**config.mk**
```make
export PLATFORM = sky130hd
export DESIGN_NAME = sdram_cmd_monitor
export DESIGN_NICKNAME = d
export VERILOG_FILES = /design/src/rtl/sdram_mon_pkg.sv /design/src/rtl/sdram_cmd_decode.sv /design/src/rtl/sdram_bank_track.sv /design/src/rtl/sdram_cmd_monitor.sv
export SDC_FILE = /design/constraint.sdc
export NUM_CORES = 1
export LEC_CHECK = 0
export CAP_MARGIN = 20
export CELL_PAD_IN_SITES_DETAIL_PLACEMENT = 1
export CELL_PAD_IN_SITES_GLOBAL_PLACEMENT = 2
export CORE_MARGIN = 1
export CORE_UTILIZATION = 43
export CTS_BUF_LIST = sky130_fd_sc_hd__clkbuf_8 sky130_fd_sc_hd__clkbuf_16
export DETAILED_ROUTE_END_ITERATION = 7
export DONT_BUFFER_PORTS = 1
export GPL_TIMING_DRIVEN = 0
export PLACE_DENSITY_LB_ADDON = 0.1
export SYNTH_ARGS = -nofsm -noshare
export SYNTH_HDL_FRONTEND = slang
export SYNTH_HIERARCHICAL = 1
export SYNTH_SLANG_ARGS = --single-unit
```
**constraint.sdc**
```tcl
create_clock -name clk_i -period 6.5 [get_ports clk_i]
set_clock_uncertainty 0.05 [all_clocks]
set_input_delay 1.3 -clock clk_i [delete_from_list [all_inputs] [get_ports clk_i]]
set_output_delay 1.3 -clock clk_i [all_outputs]
set_load 0.03 [all_outputs]
```
**src/rtl/sdram_mon_pkg.sv**
```systemverilog
package sdram_mon_pkg;
  typedef enum logic [4:0] {
    CMD_DESEL    = 5'd0,
    CMD_NOP      = 5'd1,
    CMD_MRS      = 5'd2,
    CMD_EMRS     = 5'd3,
    CMD_ACT      = 5'd4,
    CMD_READ     = 5'd5,
    CMD_WRITE    = 5'd6,
    CMD_PRE      = 5'd7,
    CMD_PREALL   = 5'd8,
    CMD_REF      = 5'd9,
    CMD_BST      = 5'd10,
    CMD_SREF_IN  = 5'd11,
    CMD_SREF_OUT = 5'd12,
    CMD_PDN_IN   = 5'd13,
    CMD_PDN_OUT  = 5'd14,
    CMD_DPD_IN   = 5'd15,
    CMD_DPD_OUT  = 5'd16,
    CMD_LOWPWR   = 5'd17
  } cmd_e;

  typedef enum logic [1:0] {LP_NONE, LP_SREF, LP_PDN, LP_DPD} lp_e;
endpackage

```
**src/rtl/sdram_cmd_decode.sv**
```systemverilog
module sdram_cmd_decode
  import sdram_mon_pkg::*;
(
  input  logic cke_prev_i,
  input  logic cke_i,
  input  logic cs_ni,
  input  logic ras_ni,
  input  logic cas_ni,
  input  logic we_ni,
  input  logic ext_sel_i,
  input  logic all_sel_i,
  input  lp_e  lp_i,
  output cmd_e cmd_o
);
  logic [2:0] strobes;
  assign strobes = {ras_ni, cas_ni, we_ni};

  always_comb begin
    cmd_o = CMD_NOP;
    if (!cke_prev_i && !cke_i) begin
      cmd_o = CMD_LOWPWR;
    end else if (!cke_prev_i) begin
      case (lp_i)
        LP_SREF: cmd_o = CMD_SREF_OUT;
        LP_DPD:  cmd_o = CMD_DPD_OUT;
        default: cmd_o = CMD_PDN_OUT;
      endcase
    end else if (!cke_i) begin
      if (!cs_ni && strobes == 3'b001)      cmd_o = CMD_SREF_IN;
      else if (!cs_ni && strobes == 3'b110) cmd_o = CMD_DPD_IN;
      else                                  cmd_o = CMD_PDN_IN;
    end else if (cs_ni) begin
      cmd_o = CMD_DESEL;
    end else begin
      case (strobes)
        3'b000:  cmd_o = ext_sel_i ? CMD_EMRS : CMD_MRS;
        3'b001:  cmd_o = CMD_REF;
        3'b010:  cmd_o = all_sel_i ? CMD_PREALL : CMD_PRE;
        3'b011:  cmd_o = CMD_ACT;
        3'b100:  cmd_o = CMD_WRITE;
        3'b101:  cmd_o = CMD_READ;
        3'b110:  cmd_o = CMD_BST;
        default: cmd_o = CMD_NOP;
      endcase
    end
  end
endmodule

```
**src/rtl/sdram_bank_track.sv**
```systemverilog
module sdram_bank_track #(
  parameter int CNT_W = 4
) (
  input  logic             clk_i,
  input  logic             rst_ni,
  input  logic             act_i,
  input  logic             pre_i,
  input  logic             rwap_i,
  input  logic             clr_i,
  input  logic [CNT_W-1:0] load_i,
  output logic             active_o,
  output logic             busy_o
);
  logic [CNT_W-1:0] cnt_q;
  logic             active_q;

  always_ff @(posedge clk_i or negedge rst_ni) begin
    if (!rst_ni) begin
      active_q <= 1'b0;
      cnt_q    <= '0;
    end else if (clr_i || pre_i) begin
      active_q <= 1'b0;
      cnt_q    <= '0;
    end else if (act_i) begin
      active_q <= 1'b1;
    end else if (rwap_i) begin
      cnt_q <= load_i;
    end else if (cnt_q == CNT_W'(1)) begin
      // auto-precharge completes
      active_q <= 1'b0;
      cnt_q    <= '0;
    end else if (cnt_q != '0) begin
      cnt_q <= cnt_q - CNT_W'(1);
    end
  end

  assign active_o = active_q;
  assign busy_o   = (cnt_q != '0);
endmodule

```
**src/rtl/sdram_cmd_monitor.sv**
```systemverilog
module sdram_cmd_monitor
  import sdram_mon_pkg::*;
#(
  parameter int ADDR_W   = 12,
  parameter int BANK_W   = 2,
  parameter int COL_W    = 10,
  parameter int AP_BIT   = 10,
  parameter int MRS_HOLD = 2
) (
  input  logic                   clk_i,
  input  logic                   rst_ni,
  input  logic                   cke_i,
  input  logic                   cs_ni,
  input  logic                   ras_ni,
  input  logic                   cas_ni,
  input  logic                   we_ni,
  input  logic [BANK_W-1:0]      ba_i,
  input  logic [ADDR_W-1:0]      addr_i,
  output logic [4:0]             cmd_o,
  output logic [BANK_W-1:0]      bank_o,
  output logic [ADDR_W-1:0]      row_o,
  output logic [COL_W-1:0]       col_o,
  output logic                   ap_o,
  output logic                   err_o,
  output logic [(1<<BANK_W)-1:0] bank_active_o
);
  localparam int NBANK  = 1 << BANK_W;
  localparam int CNT_W  = 4;
  localparam int HOLD_W = $clog2(MRS_HOLD + 1);

  logic              cke_q, init_q, ap_q, err_q;
  lp_e               lp_q;
  cmd_e              cmd, cmd_q;
  logic [2:0]        mode_q;
  logic [HOLD_W-1:0] hold_q;
  logic [CNT_W-1:0]  bl_load;
  logic [NBANK-1:0]  act_v, busy_v, act_en, pre_en, rwap_en;
  logic [BANK_W-1:0] bank_q;
  logic [ADDR_W-1:0] row_q;
  logic              is_rw, is_quiet, is_mrs, needs_idle, ap_req, ok, clr_all;

  sdram_cmd_decode u_dec (
    .cke_prev_i (cke_q),
    .cke_i      (cke_i),
    .cs_ni      (cs_ni),
    .ras_ni     (ras_ni),
    .cas_ni     (cas_ni),
    .we_ni      (we_ni),
    .ext_sel_i  (ba_i[BANK_W-1]),
    .all_sel_i  (addr_i[AP_BIT]),
    .lp_i       (lp_q),
    .cmd_o      (cmd)
  );

  assign ap_req     = addr_i[AP_BIT];
  assign is_rw      = (cmd == CMD_READ) || (cmd == CMD_WRITE);
  assign is_quiet   = (cmd == CMD_NOP) || (cmd == CMD_DESEL);
  assign is_mrs     = (cmd == CMD_MRS) || (cmd == CMD_EMRS);
  assign needs_idle = is_mrs || (cmd == CMD_REF) || (cmd == CMD_SREF_IN);

  always_comb begin
    ok = 1'b1;
    if (needs_idle && (|act_v))                  ok = 1'b0;
    if ((hold_q != '0) && !is_quiet)             ok = 1'b0;
    if (is_rw && (!act_v[ba_i] || busy_v[ba_i])) ok = 1'b0;
    if (init_q && !is_quiet && !is_mrs)          ok = 1'b0;
  end

  assign clr_all = ok && (cmd == CMD_DPD_OUT);

  always_comb begin
    case (mode_q)
      3'd0:    bl_load = CNT_W'(2);
      3'd1:    bl_load = CNT_W'(3);
      3'd2:    bl_load = CNT_W'(5);
      default: bl_load = CNT_W'(9);
    endcase
  end

  for (genvar b = 0; b < NBANK; b++) begin : g_bank
    assign act_en[b]  = ok && (cmd == CMD_ACT) && (ba_i == BANK_W'(b));
    assign pre_en[b]  = ok && ((cmd == CMD_PREALL) ||
                               ((cmd == CMD_PRE) && (ba_i == BANK_W'(b))));
    assign rwap_en[b] = ok && is_rw && ap_req && (ba_i == BANK_W'(b));

    sdram_bank_track #(.CNT_W(CNT_W)) u_trk (
      .clk_i    (clk_i),
      .rst_ni   (rst_ni),
      .act_i    (act_en[b]),
      .pre_i    (pre_en[b]),
      .rwap_i   (rwap_en[b]),
      .clr_i    (clr_all),
      .load_i   (bl_load),
      .active_o (act_v[b]),
      .busy_o   (busy_v[b])
    );
  end

  always_ff @(posedge clk_i or negedge rst_ni) begin
    if (!rst_ni) begin
      cke_q  <= 1'b1;
      lp_q   <= LP_NONE;
      mode_q <= '0;
      hold_q <= '0;
      init_q <= 1'b0;
      cmd_q  <= CMD_DESEL;
      bank_q <= '0;
      row_q  <= '0;
      ap_q   <= 1'b0;
      err_q  <= 1'b0;
    end else begin
      cke_q <= cke_i;
      // low-power state follows the pins, legal or not
      case (cmd)
        CMD_SREF_IN:                          lp_q <= LP_SREF;
        CMD_PDN_IN:                           lp_q <= LP_PDN;
        CMD_DPD_IN:                           lp_q <= LP_DPD;
        CMD_SREF_OUT, CMD_PDN_OUT, CMD_DPD_OUT: lp_q <= LP_NONE;
        default: ;
      endcase
      if (ok && is_mrs)           hold_q <= HOLD_W'(MRS_HOLD);
      else if (hold_q != '0)      hold_q <= hold_q - HOLD_W'(1);
      if (ok && cmd == CMD_MRS)   mode_q <= addr_i[2:0];
      if (clr_all)                init_q <= 1'b1;
      else if (ok && cmd == CMD_MRS) init_q <= 1'b0;
      cmd_q  <= cmd;
      bank_q <= ba_i;
      row_q  <= addr_i;
      ap_q   <= is_rw && ap_req;
      err_q  <= !ok;
    end
  end

  assign cmd_o         = cmd_q;
  assign bank_o        = bank_q;
  assign row_o         = row_q;
  assign col_o         = row_q[COL_W-1:0];
  assign ap_o          = ap_q;
  assign err_o         = err_q;
  assign bank_active_o = act_v;
endmodule

```
# ---- After elaboration in Yosys (flattened, before gate mapping)
# Index checks and enable logic that the tools add are counted.
dict set report totals {
  ff_bits 50
  input_bits 21
  output_inout_bits 35
}
dict set report op_classes {
  add_sub_neg 5
  magnitude_cmp 1
  eq_ne 40
  muxes 60
  reduce_logical 82
}
# cell n
set ops {}
lappend ops {{two-way mux 4 bit} 21}
lappend ops {{nonzero test 4 bit} 9}
lappend ops {{equality test 5 x 4 -> 1 bit, second input constant} 7}
lappend ops {{one-hot mux 5 bit (7 select lines)} 1}
lappend ops {{logical AND 1 bit} 31}
lappend ops {{two-way mux 1 bit} 25}
lappend ops {{two-way mux 5 bit} 5}
lappend ops {{equality test 5 x 3 -> 1 bit, second input constant} 4}
lappend ops {{equality test 4 x 1 -> 1 bit, second input constant} 4}
lappend ops {{AND reduction 2 bit} 8}
lappend ops {{subtractor 4 x 1 -> 4 bit, second input constant} 4}
lappend ops {{logical OR 1 bit} 14}
lappend ops {{inequality test 3 x 2 -> 1 bit, second input constant} 4}
lappend ops {{one-hot mux 4 bit (3 select lines)} 1}
lappend ops {{nonzero test 3 bit} 4}
lappend ops {{equality test 5 x 2 -> 1 bit, second input constant} 2}
lappend ops {{one-hot mux 5 bit (2 select lines)} 1}
lappend ops {{equality test 3 x 2 -> 1 bit, second input constant} 3}
lappend ops {{equality test 3 bit, second input constant} 3}
lappend ops {{inequality test 2 bit, second input constant} 4}
lappend ops {{one-hot mux 2 bit (4 select lines)} 1}
lappend ops {{zero test 1 bit} 7}
lappend ops {{equality test 2 bit, second input constant} 3}
lappend ops {{equality test 3 x 1 -> 1 bit, second input constant} 2}
lappend ops {{13 further kinds} 20}

# ---- Logic depth before layout (Yosys ltp)
# Gate-level depths: netlist of run 1.
dict set report logic_depth {
  depth_word 22
  ltp_mapped 12
  depth_no_buf 10
}

# ---- Cells and area by module
# The synthesis of run 1 kept the hierarchy.
# module instances cells_per_inst area_each_um2 seq_area_each_um2
set modules_own_cells {}
lappend modules_own_cells {sdram_cmd_monitor 1 127 1495.2 752.0}
lappend modules_own_cells {sdram_bank_track 4 40 370.4 125.1}
lappend modules_own_cells {sdram_cmd_decode 1 28 200.2 0.0}

# ---- Worst setup path after synthesis of run 1
# OpenSTA, ideal clock, no wires.
dict set report synth_timing {
  path_type {input to register}
  startpoint {input cke_i}
  endpoint {register g_bank[0].u_trk.cnt_q[0]}
  setup_time_ps 94
  t_arrival_ps 4093
  t_required_ps 6356
  path_slack_ps 2263
  cell_stages 12
  path_cell_list {a21boi_1 nor2_1 a311oi_1 buf_6 mux2i_1 nor4_2 buf_4 nor4_1 nor3_1 a31oi_4 o21ai_2 a221oi_2}
}
dict set report synth_via {
  elab_chain_cells 18
  word_cells_on_any_way 49
  classes_between {12 x eq/ne; 10 x mux; 27 x reduce/logical}
}
# item line
set synth_rtl {}
lappend synth_rtl {{start: declaration} sdram_cmd_monitor.sv:12} ;# input logic cke_i,
lappend synth_rtl {{two-way mux 5 bit / zero test 1 bit (equally long branches)} {sdram_cmd_decode.sv:28, sdram_cmd_decode.sv:20}}
lappend synth_rtl {{two-way mux 5 bit / logical AND 1 bit (equally long branches)} {sdram_cmd_decode.sv:22, sdram_cmd_decode.sv:20}}
lappend synth_rtl {{two-way mux 5 bit (*)} sdram_cmd_decode.sv:20} ;# if (!cke_prev_i && !cke_i) begin
lappend synth_rtl {{named net cmd[4]} sdram_cmd_monitor.sv:33} ;# cmd_e cmd, cmd_q;
lappend synth_rtl {{equality test 5 x 2 -> 1 bit} sdram_cmd_monitor.sv:58} ;# assign is_mrs = (cmd == CMD_MRS) || (cmd == CMD_EMRS);
lappend synth_rtl {{logical OR 1 bit} sdram_cmd_monitor.sv:58}
lappend synth_rtl {{logical OR 1 bit (2 in series)} sdram_cmd_monitor.sv:59} ;# assign needs_idle = is_mrs || (cmd == CMD_REF) || (cmd == CMD_SREF_IN);
lappend synth_rtl {{logical AND 1 bit} sdram_cmd_monitor.sv:63} ;# if (needs_idle && (|act_v)) ok = 1'b0;
lappend synth_rtl {{two-way mux 1 bit} sdram_cmd_monitor.sv:63}
lappend synth_rtl {{two-way mux 1 bit} sdram_cmd_monitor.sv:64} ;# if ((hold_q != '0) && !is_quiet) ok = 1'b0;
lappend synth_rtl {{two-way mux 1 bit} sdram_cmd_monitor.sv:65} ;# if (is_rw && (!act_v[ba_i] || busy_v[ba_i])) ok = 1'b0;
lappend synth_rtl {{two-way mux 1 bit} sdram_cmd_monitor.sv:66} ;# if (init_q && !is_quiet && !is_mrs) ok = 1'b0;
lappend synth_rtl {{logical AND 1 bit (*) (3 in series)} sdram_cmd_monitor.sv:84} ;# assign rwap_en[b] = ok && is_rw && ap_req && (ba_i == BANK_W'(b));
lappend synth_rtl {{named net rwap_en[0]} sdram_cmd_monitor.sv:37} ;# logic [NBANK-1:0] act_v, busy_v, act_en, pre_en, rwap_en;
lappend synth_rtl {{two-way mux 4 bit} sdram_bank_track.sv:26} ;# end else if (rwap_i) begin
lappend synth_rtl {{two-way mux 4 bit} sdram_bank_track.sv:24} ;# end else if (act_i) begin
lappend synth_rtl {{two-way mux 4 bit} sdram_bank_track.sv:21} ;# end else if (clr_i || pre_i) begin
lappend synth_rtl {{end signal: assignment} sdram_bank_track.sv:27} ;# cnt_q <= load_i;
lappend synth_rtl {{end signal: assignment} sdram_bank_track.sv:33} ;# cnt_q <= cnt_q - CNT_W'(1);
lappend synth_rtl {{end: declaration} sdram_bank_track.sv:14} ;# logic [CNT_W-1:0] cnt_q;
# The timed path passes the listed nets; every way through them passes the cells marked *. The select of a mux whose other input is x is not followed.
# A chain may end at the register's enable or synchronous reset.

# ---- Final worst setup path of run 1
dict set report layout_timing {
  startpoint {input cke_i}
  endpoint {register g_bank[1].u_trk.cnt_q[0]}
}
dict set report layout_via {
  elab_chain_cells 18
  word_cells_on_any_way 49
  classes_between {12 x eq/ne; 10 x mux; 27 x reduce/logical}
}
# item line
set layout_rtl {}
lappend layout_rtl {{two-way mux 5 bit / zero test 1 bit (equally long branches)} {sdram_cmd_decode.sv:28, sdram_cmd_decode.sv:20}}
lappend layout_rtl {{two-way mux 5 bit / logical AND 1 bit (equally long branches)} {sdram_cmd_decode.sv:22, sdram_cmd_decode.sv:20}}
lappend layout_rtl {{two-way mux 5 bit (*)} sdram_cmd_decode.sv:20}
lappend layout_rtl {{named net cmd[4]} sdram_cmd_monitor.sv:33}
lappend layout_rtl {{equality test 5 x 2 -> 1 bit} sdram_cmd_monitor.sv:58}
lappend layout_rtl {{logical OR 1 bit} sdram_cmd_monitor.sv:58}
lappend layout_rtl {{logical OR 1 bit (2 in series)} sdram_cmd_monitor.sv:59}
lappend layout_rtl {{logical AND 1 bit} sdram_cmd_monitor.sv:63}
lappend layout_rtl {{two-way mux 1 bit} sdram_cmd_monitor.sv:63}
lappend layout_rtl {{two-way mux 1 bit} sdram_cmd_monitor.sv:64}
lappend layout_rtl {{two-way mux 1 bit} sdram_cmd_monitor.sv:65}
lappend layout_rtl {{two-way mux 1 bit} sdram_cmd_monitor.sv:66}
lappend layout_rtl {{logical AND 1 bit (*) (3 in series)} sdram_cmd_monitor.sv:84}
lappend layout_rtl {{named net rwap_en[1]} sdram_cmd_monitor.sv:37}
lappend layout_rtl {{two-way mux 4 bit} sdram_bank_track.sv:26}
lappend layout_rtl {{two-way mux 4 bit} sdram_bank_track.sv:24}
lappend layout_rtl {{two-way mux 4 bit} sdram_bank_track.sv:21}
lappend layout_rtl {{end signal: assignment} sdram_bank_track.sv:27}
lappend layout_rtl {{end signal: assignment} sdram_bank_track.sv:33}
lappend layout_rtl {{end: declaration} sdram_bank_track.sv:14}
# Marks and branches as above.

==> out/results.txt, run 1 <==
In the final layout, the share of cells above drive strength 1 is 19.3%. The run gives 13.1 mm as the global-route wire length before repair. The share of flip-flops with an asynchronous set or reset was 100%.

The number of remaining DRC errors is 0. For the combined global-route utilization of all metal layers, the log shows 21.9%. Once the floorplan was initialized, standard cells occupied 45.5% of the core. The tools report the final number of hold-violating endpoints as 0. For the area of the multi-input gates, the log shows 0.00167 sq mm. The via count of the first global-routing pass came out at 2551. Of the post-synthesis cell area, the dominant cell type holds 38.6%. After detailed placement, the total cell area comes to 0.00331 sq mm.

The worst hold path begins at mode_q[1]. The power share of the sequential group was 38.9%. The boundary pin count came out at 56.

For the sequential cell area fraction in the yosys report, the log shows 39.4%. STA classifies the critical path startpoint as a primary input. The highest achievable clock rate was 0.222 GHz; the clock-pin slew reported for the worst setup and hold paths after clock tree synthesis was 0.11 ns.

Count of input and output buffers: 0. The path class of the tightest hold or removal check is reg -> reg. The tools report the reported max-cap violation count as 0.

The number of instances on the worst hold path was 1; the post-synthesis average cell area was 10.1 sq um. The residual antenna-violating net count after detailed routing came out at 0. Initial DRC count: 107. For the total nets after synthesis, the log shows 349. The run finished with clean final reports. The worst hold path terminates at mode_q[1]. The required time at the endpoint of the critical path is 6.66 ns, and the placed wire-length estimate is 5.92 mm. The library cell used most frequently in the layout, excluding fill and tap cells, is sky130_fd_sc_hd__dfrtp_1. The endpoint of the lowest-slack register-to-register path is g_bank[1].u_trk/cnt_q[0]. The peak ir drop on the vdd network was 142 uV. The tightest hold path in the finished design has a slack of 0.512 ns.

The run gives 7.95 mm as the total detailed-routing wirelength. Initial antenna violation count: 0. The logs give 1.99 ns for the final setup slack of the worst path and 30.7% for the normalized max-slew margin.

In this run, synthesis inferred 0 flip-flops with an integrated enable. The logs give 45.6% for the combinational group share of total power and 0.836 for the last weighted congestion value of the routability-driven placer. The share of the cycle needed by the critical path after routing is 69.4%, and the cell area after synthesis is 0.00318 sq mm. Category of the critical setup timing path: in -> reg.

The cell count after synthesis came out at 315. The mean routed wirelength per cell came out at 18.8 microns. The number of H-tree levels was 2. Of the total power, the share spent switching nets is 44.6%. Global routing finished with a remaining overflow of 0. The number of buffers added by the clock tree synthesis step came out at 5. The number of detailed-routing iterations run before antenna repair is 4. Prior to clock tree synthesis, the placed netlist has a worst setup slack of 1.63 ns. The clock passes through at most 2 buffers. The synthesized design contains 50 register bits. The tools report the root buffer cell as sky130_fd_sc_hd__clkbuf_8. Setup violations remaining at the end of the flow were counted as 0.

Leaving out fill and tap cells, the most frequent cells in the layout are 49 x sky130_fd_sc_hd__dfrtp_1, 34 x sky130_fd_sc_hd__inv_1, 22 x sky130_fd_sc_hd__a21oi_1, 19 x sky130_fd_sc_hd__nor2_1. The clock period could shrink to 4.51 ns. The die is 88.0 microns wide. The primary flip-flop cell chosen by synthesis mapping is sky130_fd_sc_hd__dfrtp_1. The worst register-to-register path has a depth of 12. Setup slack on the worst reg-to-reg path comes out at 2.54 ns. The core region is 0.00698 sq mm.

The number of warnings printed during yosys synthesis is 6. In this run the core area contains 30 standard-cell rows. The run gives 0.000719 W as the cell-internal power. The worst setup path is captured at a flop.

The cell area power density is 380 mW/mm^2. The analysis attributes to cell leakage a power of 1.44 nW. The die is 88.0 microns tall. The layout filler cell count was 830. The run gives 0 as the antenna diode count.

Buffers added to address setup during post-CTS repair amount to 0. The net switching power figure is 0.000578 W, and the clock net sink count is 50. The register area is 0.00125 sq mm, and the maximum fanout along the worst path is 10. Using the TritonRoute via totals, the vias-per-cell ratio works out to 5.90.

After synthesis, the netlist uses 62 different library cells. The via count is 2488, and the largest net degree at the start of global routing is 51. The arrival time of data at the critical path endpoint came out at 4.68 ns. The tools report the number of hold-repair buffers added at the cts stage as 0. The slew at the pin closest to its max-slew limit was 1.03 ns. Once the clock tree was built, the resizer swapped 0 gates to a different size.

The floorplan step defined a die boundary enclosing 0.00774 sq mm. The clock group share of total power is 15.5%. In this run the critical register-to-register path is launched from lp_q[0]. After the last flow step, the layout net total stands at 359. Setup repair after global routing left no endpoint under its margin. The biggest area contributor in the post-synthesis netlist is sky130_fd_sc_hd__dfrtp_1.

TritonCTS built the clock tree. The clock latency on the worst-skew pair is 0.31 ns, and the total non-filler cell area in the finished layout is 0.00341 sq mm. Total count of max-transition violations in the final report: 0. In the final timing run, aggregate negative setup slack is 0 ns. Summing internal, switching and leakage power gives 0.00130 W. The layout overhead on the synthesized area was 7.33%.

After synthesis, the cell types taking the most area are sky130_fd_sc_hd__dfrtp_1 39%, sky130_fd_sc_hd__ha_1 5.1%, sky130_fd_sc_hd__inv_1 4.0%, sky130_fd_sc_hd__a21oi_1 3.5%, sky130_fd_sc_hd__a211oi_1 3.3%.
## power by group through the flow
stage          sequential, W  combinational, W  clock [W]
6_report            0.000505          0.000592   0.000201
5_1_grt             0.000518          0.000665   0.000222
4_1_cts             0.000505          0.000598   0.000213
3_5_place_dp        0.000512          0.000592          0
3_3_place_gp        0.000507          0.000574          0
2_1_floorplan       0.000486          0.000477          0
## layout make-up
| type | count | area share, % |
|---|---|---|
| multi-input combinational | 214 | 49.0 |
| tap | 96 | 3.52 |
| buffer | 17 | 3.71 |
| inverter | 34 | 3.74 |
| clock buffer | 5 | 2.02 |
| clock inverter | 3 | 0.844 |
| sequential | 50 | 36.7 |
| timing repair buffer | 3 | 0.440 |
## state kept, by name (all words and copies together), names as in the netlist, 2 cells and up
name and count:
lp_q 2, cmd_o 5, row_o 12, g_bank.u_trk/active_o 4, bank_o 2, mode_q 3, hold_q 2, g_bank.u_trk/cnt_q 16
## cell families (layout without fill, tap and decap cells)
| kind of cell | count (synthesis) | in the layout | share of synthesized area, % |
|---|---|---|---|
| adder cells (fa/ha/maj) | 13 | 13 | 5.12 |
| flip-flops | 50 | 50 | 39.4 |
| AO/OA/AOI/OAI | 86 | 86 | 22.4 |
| XOR/XNOR | 2 | 2 | 0.551 |
| AND/OR/NAND/NOR | 107 | 107 | 22.4 |
| buffers and inverters | 51 | 62 | 8.00 |
| multiplexers | 6 | 6 | 2.01 |
## synthesized netlist by cell type, types with 4 or more instances
library cell	n
sky130_fd_sc_hd__nor3_1	8
sky130_fd_sc_hd__o31ai_1	5
sky130_fd_sc_hd__and2b_2	4
sky130_fd_sc_hd__a31oi_4	4
sky130_fd_sc_hd__o21ai_2	4
sky130_fd_sc_hd__nor4_1	4
sky130_fd_sc_hd__nor2b_1	8
sky130_fd_sc_hd__o221ai_1	4
sky130_fd_sc_hd__nand3_1	9
sky130_fd_sc_hd__buf_4	14
sky130_fd_sc_hd__a21oi_1	22
sky130_fd_sc_hd__ha_1	13
sky130_fd_sc_hd__or2_1	5
sky130_fd_sc_hd__or4_1	4
sky130_fd_sc_hd__a211oi_1	14
sky130_fd_sc_hd__nor2_1	19
sky130_fd_sc_hd__nand2_1	7
sky130_fd_sc_hd__a32oi_1	4
sky130_fd_sc_hd__o211ai_1	4
sky130_fd_sc_hd__nor4b_1	5
sky130_fd_sc_hd__dfrtp_1	49
sky130_fd_sc_hd__nand4_1	9
sky130_fd_sc_hd__o21ba_1	4
sky130_fd_sc_hd__o21ai_0	4
sky130_fd_sc_hd__inv_1	34
sky130_fd_sc_hd__a221oi_2	4
## how the worst max path moves through the flow
stage | from | to | slack [ns]
final | cke_i | g_bank[1].u_trk/cnt_q[0] | 1.99
after global routing | cke_i | g_bank[1].u_trk/cnt_q[2] | 1.73
after CTS | cke_i | g_bank[3].u_trk/cnt_q[0] | 1.95
after detailed placement | cke_i | g_bank[3].u_trk/cnt_q[0] | 1.63
after global placement | cke_i | g_bank[0].u_trk/cnt_q[0] | 1.59
after floorplan | cke_i | g_bank[0].u_trk/cnt_q[0] | 2.26
## metal layers
metal	track usage [%]	routed length (microns)	vias up
met3	3.30	257	6
met1	29.6	3660	1259
met4	3.87	57	0
li1	-	-	1182
met5	0	0	-
met2	37.7	3970	41
## stage by stage
step | std cells | util (%)
finish | 422 | 48.8
global route | 422 | 48.8
CTS | 421 | 48.8
detailed placement | 413 | 47.4
global placement | 411 | 47.2
floorplan | 315 | -
## critical path: stages
cell,delay [ns]
sky130_fd_sc_hd__a21boi_1,0.20
sky130_fd_sc_hd__nor2_1,0.21
sky130_fd_sc_hd__a311oi_1,0.45
sky130_fd_sc_hd__buf_6,0.22
sky130_fd_sc_hd__mux2i_1,0.23
sky130_fd_sc_hd__nor4_2,0.09
sky130_fd_sc_hd__buf_4,0.22
sky130_fd_sc_hd__nor4_1,0.87
sky130_fd_sc_hd__nor3_1,0.17
sky130_fd_sc_hd__a31oi_4,0.34
sky130_fd_sc_hd__o21ai_2,0.10
sky130_fd_sc_hd__a221oi_2,0.27
(Power assumes the default switching activity.)
==> run 2, diff against run 1 <==
--- a/config.mk
+++ b/config.mk
@@ -9,7 +9,7 @@
 export CELL_PAD_IN_SITES_DETAIL_PLACEMENT = 1
 export CELL_PAD_IN_SITES_GLOBAL_PLACEMENT = 2
 export CORE_MARGIN = 1
-export CORE_UTILIZATION = 43
+export CORE_UTILIZATION = 36
 export CTS_BUF_LIST = sky130_fd_sc_hd__clkbuf_8 sky130_fd_sc_hd__clkbuf_16
 export DETAILED_ROUTE_END_ITERATION = 7
 export DONT_BUFFER_PORTS = 1
==> constraint.sdc (replaced) <==
create_clock -name clk_i -period 4.04 [get_ports clk_i]
set_clock_uncertainty 0.05 [all_clocks]
set_input_delay 0.808 -clock clk_i [delete_from_list [all_inputs] [get_ports clk_i]]
set_output_delay 0.808 -clock clk_i [all_outputs]
set_load 0.03 [all_outputs]
==> out/results.txt, run 2 (synthesized netlist as in run 1, its figures left out) <==
The flow ran to the end, and the final reports show no timing, DRC or antenna violations. The first detailed-routing pass ran for 4 iterations. The final critical path takes up 90.3% of the cycle. Leaving out fill and tap cells, the most frequent cells in the layout are 49 x sky130_fd_sc_hd__dfrtp_1, 34 x sky130_fd_sc_hd__inv_1, 22 x sky130_fd_sc_hd__a21oi_1, 18 x sky130_fd_sc_hd__nor2_1. The total non-filler cell area in the finished layout came out at 0.00344 sq mm. Ranked by flip-flop count, first place goes to g_bank.u_trk/cnt_q. IR analysis of the VDD net gives a maximum drop of 190 uV.

After clock tree synthesis, the clock-pin slew on the worst setup and hold paths is 0.11 ns. Buffers placed on the I/O ports in this run total 0. Data arrives at the worst endpoint at 3.83 ns. Setup violations remaining at the end of the flow were counted as 0.

Walking the worst path, the cells encountered are nand2b_1 -> or2_1 -> o2bb2ai_1 -> buf_4 -> xor2_1 -> nand4_1 -> nor4_1 -> clkdlybuf4s15_2 -> nor3_1 -> a31oi_4 -> o21ai_2 -> a221oi_2. Clock latency on the worst-skew pair: 0.32 ns. After detailed routing, the average wire length per cell comes to 18.5 microns.

Setup repair after global routing left no endpoint under its margin. 0 antenna diodes ended up in the layout. The longest clock path from root to sink contains 2 buffers. Leaving out fill and tap cells, the most frequent cell in the layout is sky130_fd_sc_hd__dfrtp_1. The total count of max-transition violations in the final report came out at 0.

Hold repair after CTS inserted 0 buffers. The normalized max-slew margin is 34.2%, and the last weighted congestion value of the routability-driven placer is 0.752. Maximum fanout along the worst path: 10.

The register with the most flip-flops in the layout has 16 of them. STA classifies the critical path startpoint as a flop. The initialized floorplan defines 33 standard-cell rows. During I/O placement, the number of pins put on the boundary was 56. For this run, the top clock speed supported by timing is 0.274 GHz. The run gives 4.22 ns as the required time at the endpoint of the critical path. Category of the critical setup timing path: reg -> reg.

The tool flagged a number of max-cap violations equal to 0. At the pin with the least slew margin, the transition time is 0.984 ns. The die is 95.9 microns tall. The worst setup path is captured at a flop.

The first routing iteration left 82 violations. Summed over all layers, the routed wires come to 7.94 mm. The number of H-tree levels was 2. Via count of the first global-routing pass: 2520. For the die area, the log shows 0.00920 sq mm. Power spread over the standard cell area amounts to 606 mW/mm^2. The classification of the worst-slack hold path was in -> async. The initial antenna violation count came out at 0. Entering global routing, the biggest net connects 51 pins. From synthesis to final layout, the design area changed by 8.31%. The tools report the final global-route overflow total as 0. Together, buffers and inverters on the worst path number 2.

The number of remaining DRC errors was 0; the critical path's largest stage delay was 0.61 ns. The number of clock buffers added by TritonCTS is 5. The first global-routing pass estimated 13.1 mm of wire. At the end of the flow, the number of nets in the layout was 358.

Effective utilization at floorplan: 37.9%. The post-place instance area is 0.00332 sq mm. Clock net sink count: 50. The root buffer cell was sky130_fd_sc_hd__clkbuf_8. The die outline width came out at 95.9 microns. The final critical path time including I/O delays and setup is 3.65 ns, and the vias per cell is 5.73. The slowest stage of the critical path belongs to the cell sky130_fd_sc_hd__dfstp_2. The final number of hold-violating endpoints was 0; the leakage component of the power was 1.43 nW. Share of cells above drive strength 1: 20.3%. The tools report the combined global-route utilization of all metal layers as 18.6%. The cell total after placement is 422, and the via count is 2463. The cell family contributing the most delay on the critical path is simple AND/OR/NAND/NOR gates. Residual antenna-violating net count after detailed routing: 0. After the flow finishes, the layout carries non-filler instances totaling 430. The core region is 0.00838 sq mm. For the placed wire-length estimate, the log shows 5.88 mm. TritonCTS built the clock tree.
[run 2: cell count changes in the layout (fill, tap and decap cells not counted), sizes merged]
cell,delta
clkdlybuf4s15,+1
buf,-2
[run 2: layout make-up]
class                           count  area, sq um
Buffer                             17          126
Fill cell                         975         4940
Clock buffer                        5         68.8
Clock inverter                      3         26.3
Sequential cell                    50         1250
Multi-Input combinational cell    214         1690
Inverter                           34          128
Tap cell                          105          131
Timing Repair Buffer                2         16.3
[run 2: path summary, 6_finish.rpt]
check / from / endpoint / slack, ns / depth (start not counted)
worst max-delay path: cke_q / g_bank[3].u_trk/cnt_q[0] / 0.39 / 12
worst min-delay path: rst_ni / row_o[5] / 0.12 / 0
worst max register to register: cke_q / g_bank[3].u_trk/cnt_q[0] / 0.39 / 12
worst min register to register: mode_q[0] / mode_q[0] / 0.51 / 1
max in group asynchronous: rst_ni / cke_q / 3.63 / 0
min in group clk_i: cke_i / cke_q / 0.44 / 0
[run 2: what timing repair did]
action	4_1_cts	5_1_grt
endpoints found under the setup margin	0	10
resized for setup	0	4
setup buffers	0	0
[run 2: through the flow]
stage	setup TNS (ns)	hold slack (ns)	power (W)	util [%]	worst slack, ns
final	0	0.115	0.00209	41.1	0.392
after global routing	0	0.0903	0.00226	41.1	0.0962
after CTS	0	0.104	0.00212	40.8	0.00759
after detailed placement	-2.02	0.463	0.00178	39.7	-0.293
after global placement	-5.16	0.464	0.00175	39.5	-0.459
after floorplan	0	0.447	0.00155	-	0.295
[run 2: worst reg2reg max path, delay by kind of cell (launching register included)]
family | cells | cell delay [ns]
buf+inv | 2 | 0.59
simple gates | 5 | 0.98
compound gates | 4 | 0.95
xor+xnor | 1 | 0.41
flops | 1 | 0.61
[run 2: power breakdown]
| group | internal, W | total, W | switching [W] |
|---|---|---|---|
| Combinational | 0.000393 | 0.000948 | 0.000555 |
| Clock | 0.000128 | 0.000327 | 0.000198 |
| Sequential | 0.000633 | 0.000811 | 0.000178 |
| Total | 0.00115 | 0.00209 | 0.000931 |
[run 2: per-layer routing]
layer / wire length (microns) / up-vias / global-route usage (%)
li1: - / 1175 / -
met1: 3800 / 1258 / 25.6
met2: 3890 / 26 / 30.8
met3: 199 / 4 / 3.08
met4: 52 / 0 / 3.73
met5: 0 / - / 0
